<file path="config.mk">
export PLATFORM = sky130hd
export DESIGN_NAME = core_runctl_regs
export DESIGN_NICKNAME = d
export VERILOG_FILES = /design/src/rtl/core_runctl_regs.sv
export SDC_FILE = /design/constraint.sdc
export NUM_CORES = 1
export LEC_CHECK = 0
export BUFFER_PORTS_ARGS = -buffer_cell sky130_fd_sc_hd__clkbuf_2
export CELL_PAD_IN_SITES_DETAIL_PLACEMENT = 0
export CELL_PAD_IN_SITES_GLOBAL_PLACEMENT = 1
export CORE_MARGIN = 8
export CORE_UTILIZATION = 43
export DETAILED_ROUTE_END_ITERATION = 16
export GPL_TIMING_DRIVEN = 0
export PLACE_DENSITY = 0.95
export SLEW_MARGIN = 20
export SYNTH_ARGS = -nofsm -noshare
export SYNTH_HDL_FRONTEND = slang
export SYNTH_SLANG_ARGS = --single-unit
</file>
<file path="constraint.sdc">
create_clock -name clk -period 5.8 [get_ports clk]
set_input_delay 0.58 -clock clk [delete_from_list [all_inputs] [get_ports clk]]
set_output_delay 0.58 -clock clk [all_outputs]
set_load 0.02 [all_outputs]
</file>
<file path="src/rtl/core_runctl_regs.sv">
module core_runctl_regs #(
  parameter int ADDR_W = 13,
  parameter int PC_W   = 16,
  parameter int CNT_W  = 32
) (
  input  logic              clk,
  input  logic              rst_n,
  input  logic              host_sel,
  input  logic              host_wr,
  input  logic [ADDR_W-1:0] host_addr,
  input  logic [31:0]       host_wdata,
  output logic [31:0]       host_rdata,
  output logic              host_err,
  output logic              mem_sel,
  output logic              mem_wr,
  input  logic [31:0]       mem_rdata,
  output logic              core_enable,
  output logic              core_reset_req,
  output logic [PC_W-1:0]   core_start_pc,
  output logic [31:0]       core_wake_en,
  input  logic [PC_W-1:0]   core_pc,
  input  logic              core_retire,
  input  logic              core_halt_op,
  input  logic              core_halted,
  input  logic              core_stall,
  output logic              host_lockout
);
  localparam int RA_W = ADDR_W - 1;
  localparam logic [RA_W-1:0] OFF_CTRL = RA_W'(0);
  localparam logic [RA_W-1:0] OFF_STAT = RA_W'(4);
  localparam logic [RA_W-1:0] OFF_WAKE = RA_W'(8);
  localparam logic [RA_W-1:0] OFF_CYC  = RA_W'(12);
  localparam logic [RA_W-1:0] OFF_STL  = RA_W'(16);
  localparam logic [CNT_W-1:0] CNT_MAX = '1;

  logic [PC_W-1:0]  pc_base;
  logic             step, cnt_en, sleeping, enable, run_state, rst_pulse;
  logic [31:0]      wake;
  logic [CNT_W-1:0] cyc_cnt, stl_cnt;
  logic [31:0]      reg_rd;

  wire             in_mem = host_addr[ADDR_W-1];
  wire [RA_W-1:0]  roff   = host_addr[RA_W-1:0];
  wire             reg_wr = host_sel && host_wr && !in_mem;
  wire             wr_ctl = reg_wr && roff == OFF_CTRL;
  wire             wr_wk  = reg_wr && roff == OFF_WAKE;
  wire             wr_cyc = reg_wr && roff == OFF_CYC;
  wire             wr_stl = reg_wr && roff == OFF_STL;

  logic unused_wbits;
  assign unused_wbits = ^{host_wdata[14:9], host_wdata[7:4], host_wdata[15]};

  always_ff @(posedge clk or negedge rst_n) begin
    if (!rst_n) begin
      pc_base  <= '0;
      step     <= 1'b0;
      cnt_en   <= 1'b0;
      sleeping <= 1'b0;
      enable   <= 1'b0;
    end else if (wr_ctl) begin
      pc_base  <= host_wdata[16 +: PC_W];
      step     <= host_wdata[8];
      cnt_en   <= host_wdata[3];
      sleeping <= host_wdata[2];
      enable   <= host_wdata[1];
    end else if (core_halt_op || (step && core_retire)) begin
      enable   <= 1'b0;
    end
  end

  always_ff @(posedge clk or negedge rst_n) begin
    if (!rst_n) begin
      run_state <= 1'b0;
      rst_pulse <= 1'b0;
      wake      <= '0;
    end else begin
      if (enable)           run_state <= 1'b1;
      else if (core_halted) run_state <= 1'b0;
      rst_pulse <= wr_ctl && !host_wdata[0];
      if (wr_wk) wake <= host_wdata;
    end
  end

  always_ff @(posedge clk or negedge rst_n) begin
    if (!rst_n) begin
      cyc_cnt <= '0;
      stl_cnt <= '0;
    end else begin
      if (wr_cyc)
        cyc_cnt <= host_wdata[CNT_W-1:0];
      else if (cnt_en && run_state && cyc_cnt != CNT_MAX)
        cyc_cnt <= cyc_cnt + 1'b1;
      if (wr_stl)
        stl_cnt <= host_wdata[CNT_W-1:0];
      else if (cnt_en && core_stall && stl_cnt != CNT_MAX)
        stl_cnt <= stl_cnt + 1'b1;
    end
  end

  always_comb begin
    case (roff)
      OFF_CTRL: reg_rd = 32'({pc_base, run_state, 6'b0, step, 4'b0,
                              cnt_en, sleeping, enable, 1'b1});
      OFF_STAT: reg_rd = 32'(core_pc);
      OFF_WAKE: reg_rd = wake;
      OFF_CYC:  reg_rd = 32'(cyc_cnt);
      OFF_STL:  reg_rd = 32'(stl_cnt);
      default:  reg_rd = '0;
    endcase
  end

  assign mem_sel        = host_sel && in_mem && !run_state;
  assign mem_wr         = mem_sel && host_wr;
  assign host_err       = host_sel && in_mem && run_state;
  assign host_rdata     = !host_sel ? '0 : in_mem ? (mem_sel ? mem_rdata : '0) : reg_rd;
  assign core_enable    = enable;
  assign core_reset_req = rst_pulse;
  assign core_start_pc  = pc_base;
  assign core_wake_en   = wake;
  assign host_lockout   = run_state;
endmodule

</file>
==> results of run 1 <==
layout make-up:
type	count	area, µm²	area share, %
Clock buffer	19	453	5.14
Inverter	7	26.3	0.298
Tap cell	216	270	3.07
Clock inverter	13	179	2.03
Multi-Input combinational cell	597	3770	42.8
Sequential cell	118	2950	33.5
Antenna cell	1	2.50	0.0284
Timing Repair Buffer	186	962	10.9
Buffer	43	199	2.26
metal layers:
layer	vias to the layer above	share of wire, %
li1	3192	-
met1	3486	41
met2	370	47
met3	64	9.0
met4	0	3.4
met5	-	0
worst paths after layout:
path,endpoint,slack [ps]
worst max-delay path,host_rdata[29],1740
worst min-delay path,host_lockout,60
worst max register to register,stl_cnt[12],3220
worst min register to register,sleeping,500
max in group asynchronous,core_start_pc[3],5020
min in group clk,host_lockout,410
state kept, by name, indices dropped and copies added (netlist names), 16 cells and up:
signal / count
core_start_pc: 16
core_wake_en: 32
cyc_cnt: 32
stl_cnt: 32
cells in the mapped netlist (2+ instances only):
cell type and count:
dfrtp_1 118, nand2_1 97, nor2_1 81, o21ai_0 57
mux2_2 50, a21oi_1 44, xor2_1 36, clkbuf_1 31
nand3_1 31, a22oi_1 30, a221oi_1 26, xnor2_1 23
nand4_1 19, nor3_1 18, nor4_1 10, and3_1 9
buf_2 7, inv_1 7, mux2i_1 7, and2_1 5
a31oi_1 4, o22ai_1 4, and4_1 3, buf_4 3
nor3_2 3, o211ai_1 3, or4_1 3, and3_2 2
ha_1 2, nand2b_1 2, nand3b_1 2, nor2b_1 2
nor4_2 2, o21ai_1 2, or3_1 2, or4b_1 2
power breakdown:
group	leakage, nW	total, mW	switching (mW)	internal (mW)
logic	2.08	0.132	0.0878	0.0443
registers	1.48	0.828	0.00223	0.825
clock network	0.301	1.13	0.394	0.738
total	3.87	2.09	0.484	1.61
kinds of logic after synthesis:
| family | count (synthesis) | share of synthesized area, % |
|---|---|---|
| simple gates | 302 | 21.0 |
| compound gates | 176 | 16.2 |
| flops | 118 | 42.5 |
| xor+xnor | 59 | 7.44 |
| mux | 58 | 9.28 |
| buf+inv | 50 | 3.24 |
| fa+ha+maj | 2 | 0.360 |
worst max-delay path: stages:
cell	delay, ps
clkbuf_2	80
nor4_1	500
nand4b_1	410
nor2_1	800
clkbuf_1	500
a221oi_1	170
o21ai_0	220
clkbuf_2	210
stage by stage:
stage,util (%),instances,setup WS (ps)
floorplan,-,765,2670
global placement,51.4,1166,1930
detailed placement,51.7,1167,1820
CTS,55.7,1199,1820
global route,55.7,1200,1620
finish,55.7,1200,1740
==> results.txt, run 1 <==
worst-margin pin slew: 1060 ps
CTS Sinks: 118
filler instances: 1431
Clk Tree Root Cell: clkbuf_16
Leak: 3.87 nW
Final period util: 70.0%
initial antenna violation count: 1
clock tree from TritonCTS: yes
Design Power: 2.09 mW
share of the synthesized area in the top cell type: 42.5%
Reg-to-Reg Start: stl_cnt[1]
Pins Over Slew Limit: 0
CP Launch Type: primary input
Bufs on Longest Clock Path: 2
IO Port Bufs: 185
prevailing post-synth register cell: dfrtp_1
FP Rows: 46
VDD IR max: 0.190 mV
commonest cells after routing, fill and taps aside: 184 x clkbuf_2, 118 x dfrtp_1, 97 x nand2_1, 81 x nor2_1, 57 x o21ai_0
GR Layer Usage met3: 6.04%
die area: 20500 µm²
status: finished clean
syn avg cell area: 9.08 µm²
crit path launch: host_addr[0]
area leader, netlist: dfrtp_1
CTS Hold Bufs: 0
Final min period: 4060 ps
Hold Crit Class: in2async
worst hold margin: 57.2 ps
Routability Congestion: 0.970
Post-synth ARST share: 100%
core area: 15800 µm²
CP arrival: 3480 ps
Fin Setup TNS: 0 ps
Post-synth EDFFs: 0
register area share after synthesis: 42.5%
Fmax achieved: 0.246 GHz
Mapped Nets: 868
crit-path max FO: 10
pwr dens: 237 nW/µm²
vias in the first global route: 6954
Clock transition at path regs: 60 ps
gr busiest metal: met2
routed len/inst: 21.9 µm
Via density: 5.93
1st-pass router iterations: 5
Area after DPL: 8180 µm²
TritonCTS buffer count: 17
Worst slew margin: 28.9%
Final Hold Viols: 0
kind of critical path: in2out
clock skew: 4.91 ps
post-CTS sizing: 0
Critical Path End Type: output pin
final setup violation count: 0
DP HPWL: 20.2 mm
worst-case reg-to-reg path depth: 8
first-pass GRT wire length: 39.8 mm
max_cap viols: 0
most common cell after layout, fill and taps aside: clkbuf_2
H-tree depth: 4
drt drc: 0
initial core utilization: 43.9%
Final nets: 1073
drt first-iter violations: 694
synthesized cell area: 6950 µm²
Synth area leaders: dfrtp_1 43%, mux2_2 8.1%, nand2_1 5.2%
clk_lat worst skew: 420 ps
total global-route track usage: 25.8%
post-CTS setup buffer count: 0
flops & latches, synth: 118
pin count of the biggest net entering global routing: 84
met2 global-route usage: 40.8%
Die Ht: 143 µm
Ys Warns: 0
Area growth syn-to-layout: 26.9%
Synth cell types: 54
Vias: 7112
global route overflow: 0
Routed WL: 26.3 mm
RSZ-0062 raised after global routing: no
DRT antenna net count: 0
design area: 8810 µm²
Gate Count Post-Synth: 765
Crit path required time: 5220 ps
# IOs: 187
Die W: 143 µm
layout cells sized above 1: 30.0%
met1 global-route usage: 33.1%
(Power assumes the default switching activity.)
==> inputs of run 2 (changes only) <==
--- a/config.mk
+++ b/config.mk
@@ -9,10 +9,10 @@
 export CELL_PAD_IN_SITES_DETAIL_PLACEMENT = 0
 export CELL_PAD_IN_SITES_GLOBAL_PLACEMENT = 1
 export CORE_MARGIN = 8
-export CORE_UTILIZATION = 43
+export CORE_UTILIZATION = 36
 export DETAILED_ROUTE_END_ITERATION = 16
 export GPL_TIMING_DRIVEN = 0
-export PLACE_DENSITY = 0.95
+export PLACE_DENSITY = 0.85
 export SLEW_MARGIN = 20
 export SYNTH_ARGS = -nofsm -noshare
 export SYNTH_HDL_FRONTEND = slang
==> constraint.sdc (replaced) <==
create_clock -name clk -period 3.6 [get_ports clk]
set_input_delay 0.36 -clock clk [delete_from_list [all_inputs] [get_ports clk]]
set_output_delay 0.36 -clock clk [all_outputs]
set_load 0.02 [all_outputs]
==> run 2 against run 1 <==
Against the previous run:
- clock skew up 5.9 ps
- clock power up 54%
- register-to-register slack worse by 2400 ps
- cell area up 0.64%
- utilization down 9.5 points
- non-clock buffer count up 1
- first-iteration DRC count down 8.2%
- die area up 17%
==> results.txt, run 2 (synthesis results as in run 1) <==
global route overflow: 0
1st-pass router iterations: 7
clock skew: 10.8 ps
most common cell after layout, fill and taps aside: clkbuf_2
kind of critical path: in2out
final setup violation count: 0
TritonCTS buffer count: 17
crit path launch: host_addr[0]
Final period util: 93.4%
pwr dens: 370 nW/µm²
CTS Sinks: 118
status: finished clean
initial antenna violation count: 0
H-tree depth: 4
Pins Over Slew Limit: 0
crit-path max FO: 10
final core utilization: 46.2%
vias in the first global route: 6868
post-CTS setup buffer count: 0
RSZ-0062 raised after global routing: no
worst-margin pin slew: 1130 ps
worst hold margin: 181 ps
CP peak stage delay: 530 ps
worst slack at placement: 3.10 ps
Die Ht: 155 µm
Bufs on Longest Clock Path: 2
Final nets: 1074
Min-Delay Startpoint: host_wdata[27]
total global-route track usage: 22.0%
# IOs: 187
core area: 19200 µm²
Final min period: 3360 ps
Routability Congestion: 0.919
DRT antenna net count: 0
commonest cells after routing, fill and taps aside: 184 x clkbuf_2, 118 x dfrtp_1, 97 x nand2_1, 80 x nor2_1, 57 x o21ai_0
Clock transition at path regs: 60 ps
DP HPWL: 20.2 mm
drt drc: 0
Routed WL: 26.4 mm
die area: 24000 µm²
max_cap viols: 0
Area growth syn-to-layout: 27.7%
Final Hold Viols: 0
Vias: 6899
pin count of the biggest net entering global routing: 86
CP arrival: 3000 ps
Top Family by Delay on Critical Path: simple AND/OR/NAND/NOR gates
IO Port Bufs: 185
clock tree from TritonCTS: yes
Worst path slowest cell: nor4_1
CP bufs+invs: 4
drt first-iter violations: 637
routed len/inst: 21.1 µm
Leak: 3.86 nW
clk_lat worst skew: 430 ps
Crit path required time: 3240 ps
Critical Path End Type: output pin
CP Launch Type: primary input
first-pass GRT wire length: 40.5 mm
Hold Crit Class: in2reg
crit-path cells: clkbuf_2, nor4_1, or4b_1, buf_2, nor2_2, buf_2, a221oi_1, o21ai_0, clkbuf_2
Fmax achieved: 0.297 GHz
initial core utilization: 36.2%
Via density: 5.52
layout cells sized above 1: 30.1%
Clk Tree Root Cell: clkbuf_16
Ant. Diodes: 0
Worst slew margin: 24.3%
fin worst setup slack: 237 ps
Die W: 155 µm
Reg-to-Reg Start: stl_cnt[20]
VDD IR max: 0.376 mV
FP Rows: 51
==> run 2: cell type report <==
cell class / instances / area [µm²]
fill: 1884 / 10300
multi-input combinational: 597 / 3780
sequential: 118 / 2950
timing repair buffer: 187 / 972
clock buffer: 18 / 429
tap: 265 / 332
buffer: 43 / 199
clock inverter: 14 / 176
inverter: 7 / 26.3
==> run 2: routing by layer <==
metal | wire, µm | share of wire [%] | vias to the layer above | global-route usage, %
met5 | 0 | 0 | - | 0
met4 | 747 | 2.8 | 0 | 9.52
met3 | 2030 | 7.7 | 49 | 4.83
met2 | 12400 | 47 | 274 | 35.2
met1 | 11200 | 42 | 3378 | 28.2
li1 | - | - | 3198 | -
==> run 2: tightest hold or removal path: cells and delay by family <==
| family | cells | cell delay (ps) |
|---|---|---|
| AO/OA/AOI/OAI | 1 | 60 |
| buffers and inverters | 1 | 110 |
| AND/OR/NAND/NOR | 1 | 50 |
==> run 2: what timing repair did <==
| item | in CTS | in global routing |
|---|---|---|
| hold buffers | 1 | 0 |
| setup endpoints to repair | 1 | 20 |
| gates resized for setup | 1 | 2 |
| hold endpoints to repair | 33 | 0 |
==> run 2: where the power goes <==
part	switching, mW	internal [mW]
logic	0.139	0.0721
registers	0.00348	1.33
clock network	0.650	1.09
total	0.792	2.49
==> run 2: worst paths after layout <==
path	to	slack, ps	depth (start not counted)
max	host_rdata[14]	240	9
min	cyc_cnt[27]	180	3
max reg2reg	stl_cnt[10]	860	7
min reg2reg	sleeping	510	1
max in group asynchronous	cyc_cnt[15]	2470	3
min in group asynchronous	core_wake_en[21]	400	2
==> run 2: metrics by stage <==
step,std cells,area (µm²),TNS (ps),power (mW)
global route,1249,8870,0,3.39
global placement,1215,8200,-40.2,1.56
CTS,1249,8860,0,3.31
finish,1249,8870,0,3.29
detailed placement,1216,8240,0,1.57
floorplan,765,6950,0,1.42
==> inputs of run 3 (changes only) <==
--- a/config.mk
+++ b/config.mk
@@ -12,7 +12,7 @@
 export CORE_UTILIZATION = 36
 export DETAILED_ROUTE_END_ITERATION = 16
 export GPL_TIMING_DRIVEN = 0
-export PLACE_DENSITY = 0.85
+export PLACE_DENSITY_LB_ADDON = 0.1
 export SLEW_MARGIN = 20
 export SYNTH_ARGS = -nofsm -noshare
 export SYNTH_HDL_FRONTEND = slang
==> run 3 against run 2 <==
Against the previous run:
- non-clock buffer count stayed put
- critical path depth is 1 lower
- fmax is 2.2% higher
- global-route usage hardly changed
- power is 4.8% lower
- register-to-register slack worse by 340 ps
- critical path type unchanged
- highest routed layer unchanged
==> results.txt, run 3 (synthesis results as in run 1) <==
Reg-to-Reg Start: stl_cnt[1]
Placed Cells: 1216
worst-case reg-to-reg path depth: 8
non-filler instance count after layout: 1247
design area: 8820 µm²
Hold Path Depth: 3
R2R Setup Slk: 520 ps
final core utilization: 45.9%
clock tree from TritonCTS: yes
Leak: 3.84 nW
Ant. Diodes: 0
NetSw: 715 µW
crit-path max FO: 10
Hold Path End: host_lockout
layout cells sized above 1: 29.6%
Routability Congestion: 0.919
Top Family by Delay on Critical Path: simple AND/OR/NAND/NOR gates
DRT antenna net count: 0
Min-Delay Startpoint: core_halted
Bufs on Longest Clock Path: 2
routed len/inst: 20.9 µm
vias in the first global route: 6998
CP Launch Type: primary input
Worst path most repeated cell: clkbuf_2
CP bufs+invs: 3
Fmax achieved: 0.304 GHz
core area: 19200 µm²
fin worst setup slack: 310 ps
clock network power share: 50.7%
Fin Setup TNS: 0 ps
max_cap viols: 0
Crit path required time: 3240 ps
Clk Tree Root Cell: clkbuf_16
Routed WL: 26.1 mm
pin count of the biggest net entering global routing: 74
reg-to-reg critical path endpoint: stl_cnt[4]
VDD IR max: 0.332 mV
kind of critical path: in2out
final setup violation count: 0
TritonCTS buffer count: 17
Vias: 6664
drt first-iter violations: 389
Worst path slowest cell: nand4b_1
clock skew: 7.64 ps
drt drc: 0
# IOs: 187
pwr dens: 355 nW/µm²
worst slack at placement: -175 ps
Worst slew margin: 27.3%
most common cell after layout, fill and taps aside: clkbuf_2
Final nets: 1074
RSZ-0062 raised after global routing: no
IO Port Bufs: 185
status: finished clean
Area after DPL: 8250 µm²
DP HPWL: 20.0 mm
clk_lat worst skew: 420 ps
Design Power: 3.13 mW
commonest cells after routing, fill and taps aside: 184 x clkbuf_2, 118 x dfrtp_1, 97 x nand2_1, 80 x nor2_1, 57 x o21ai_0
die area: 24000 µm²
1st-pass router iterations: 6
Final period util: 91.4%
worst-margin pin slew: 1080 ps
CP arrival: 2930 ps
CP peak stage delay: 530 ps
cell-internal power: 2.41 mW
Reg power frac: 42.7%
crit-path cells: clkbuf_2, nor4_1, nand4b_1, nor2_4, clkbuf_1, a221oi_1, o21ai_0, clkbuf_2
sw frac: 22.9%
Critical Path End Type: output pin
Die Ht: 155 µm
Clock transition at path regs: 50 ps
Pins Over Slew Limit: 0
Final min period: 3290 ps
FP Rows: 51
initial antenna violation count: 0
first-pass GRT wire length: 40.3 mm
CTS Sinks: 118
Die W: 155 µm
Area growth syn-to-layout: 27.0%
Via density: 5.34
total global-route track usage: 22.0%
post-CTS setup buffer count: 0
Hold Crit Class: in2reg
Comb power frac: 6.6%
H-tree depth: 4
global route overflow: 0
initial core utilization: 36.2%
worst hold margin: 189 ps
Final Hold Viols: 0
[run 3: changes by cell type in the layout (fill, tap and decap cells not counted), sizes merged]
cell,delta
clkinvlp,-2
bufinv,-2
inv,-2
clkinv,-4
clkbuf,+8
[run 3: metal layers]
| layer | vias up | global-route usage, % | share of wire [%] |
|---|---|---|---|
| met5 | - | 0 | 0 |
| met4 | 0 | 6.95 | 2.2 |
| met3 | 29 | 5.41 | 5.0 |
| met2 | 185 | 35.8 | 47 |
| met1 | 3247 | 28.1 | 46 |
| li1 | 3203 | - | - |
[run 3: area by class of cell]
| cell class | instances | area [µm²] |
|---|---|---|
| tap | 265 | 332 |
| inverter | 7 | 26.3 |
| clock buffer | 26 | 499 |
| multi-input combinational | 597 | 3790 |
| clock inverter | 4 | 45.0 |
| fill | 1978 | 10400 |
| buffer | 43 | 199 |
| timing repair buffer | 187 | 972 |
| sequential | 118 | 2950 |
[run 3: timing repair]
action	in CTS	in global routing
hold buffers	1	0
pin swaps	0	0
setup endpoints to repair	21	9
resized for setup	2	2
hold endpoints to repair	31	0
[run 3: power by group through the flow]
stage          Clock [mW]  Sequential, mW  Combinational (mW)
3_3_place_gp            0            1.36               0.201
4_1_cts              1.62            1.33               0.210
2_1_floorplan           0            1.36              0.0633
5_1_grt              1.69            1.33               0.228
3_5_place_dp            0            1.36               0.207
6_report             1.59            1.33               0.206
[run 3: worst min-delay path: cells and delay by family]
| kind | cells | cell delay (ps) |
|---|---|---|
| AOI/OAI and AO/OA | 1 | 100 |
| buffers and inverters | 2 | 120 |
[run 3: how the worst max path moves through the flow]
stage | start | to | slack, ps | depth (start not counted)
6_report | host_addr[0] | host_rdata[30] | 310 | 8
4_1_cts | host_addr[9] | host_rdata[28] | 120 | 8
3_5_place_dp | host_addr[9] | host_rdata[28] | -170 | 8
2_1_floorplan | host_addr[0] | host_rdata[10] | 910 | 7
3_3_place_gp | host_addr[9] | host_rdata[28] | -140 | 8
5_1_grt | host_addr[0] | host_rdata[30] | 110 | 8
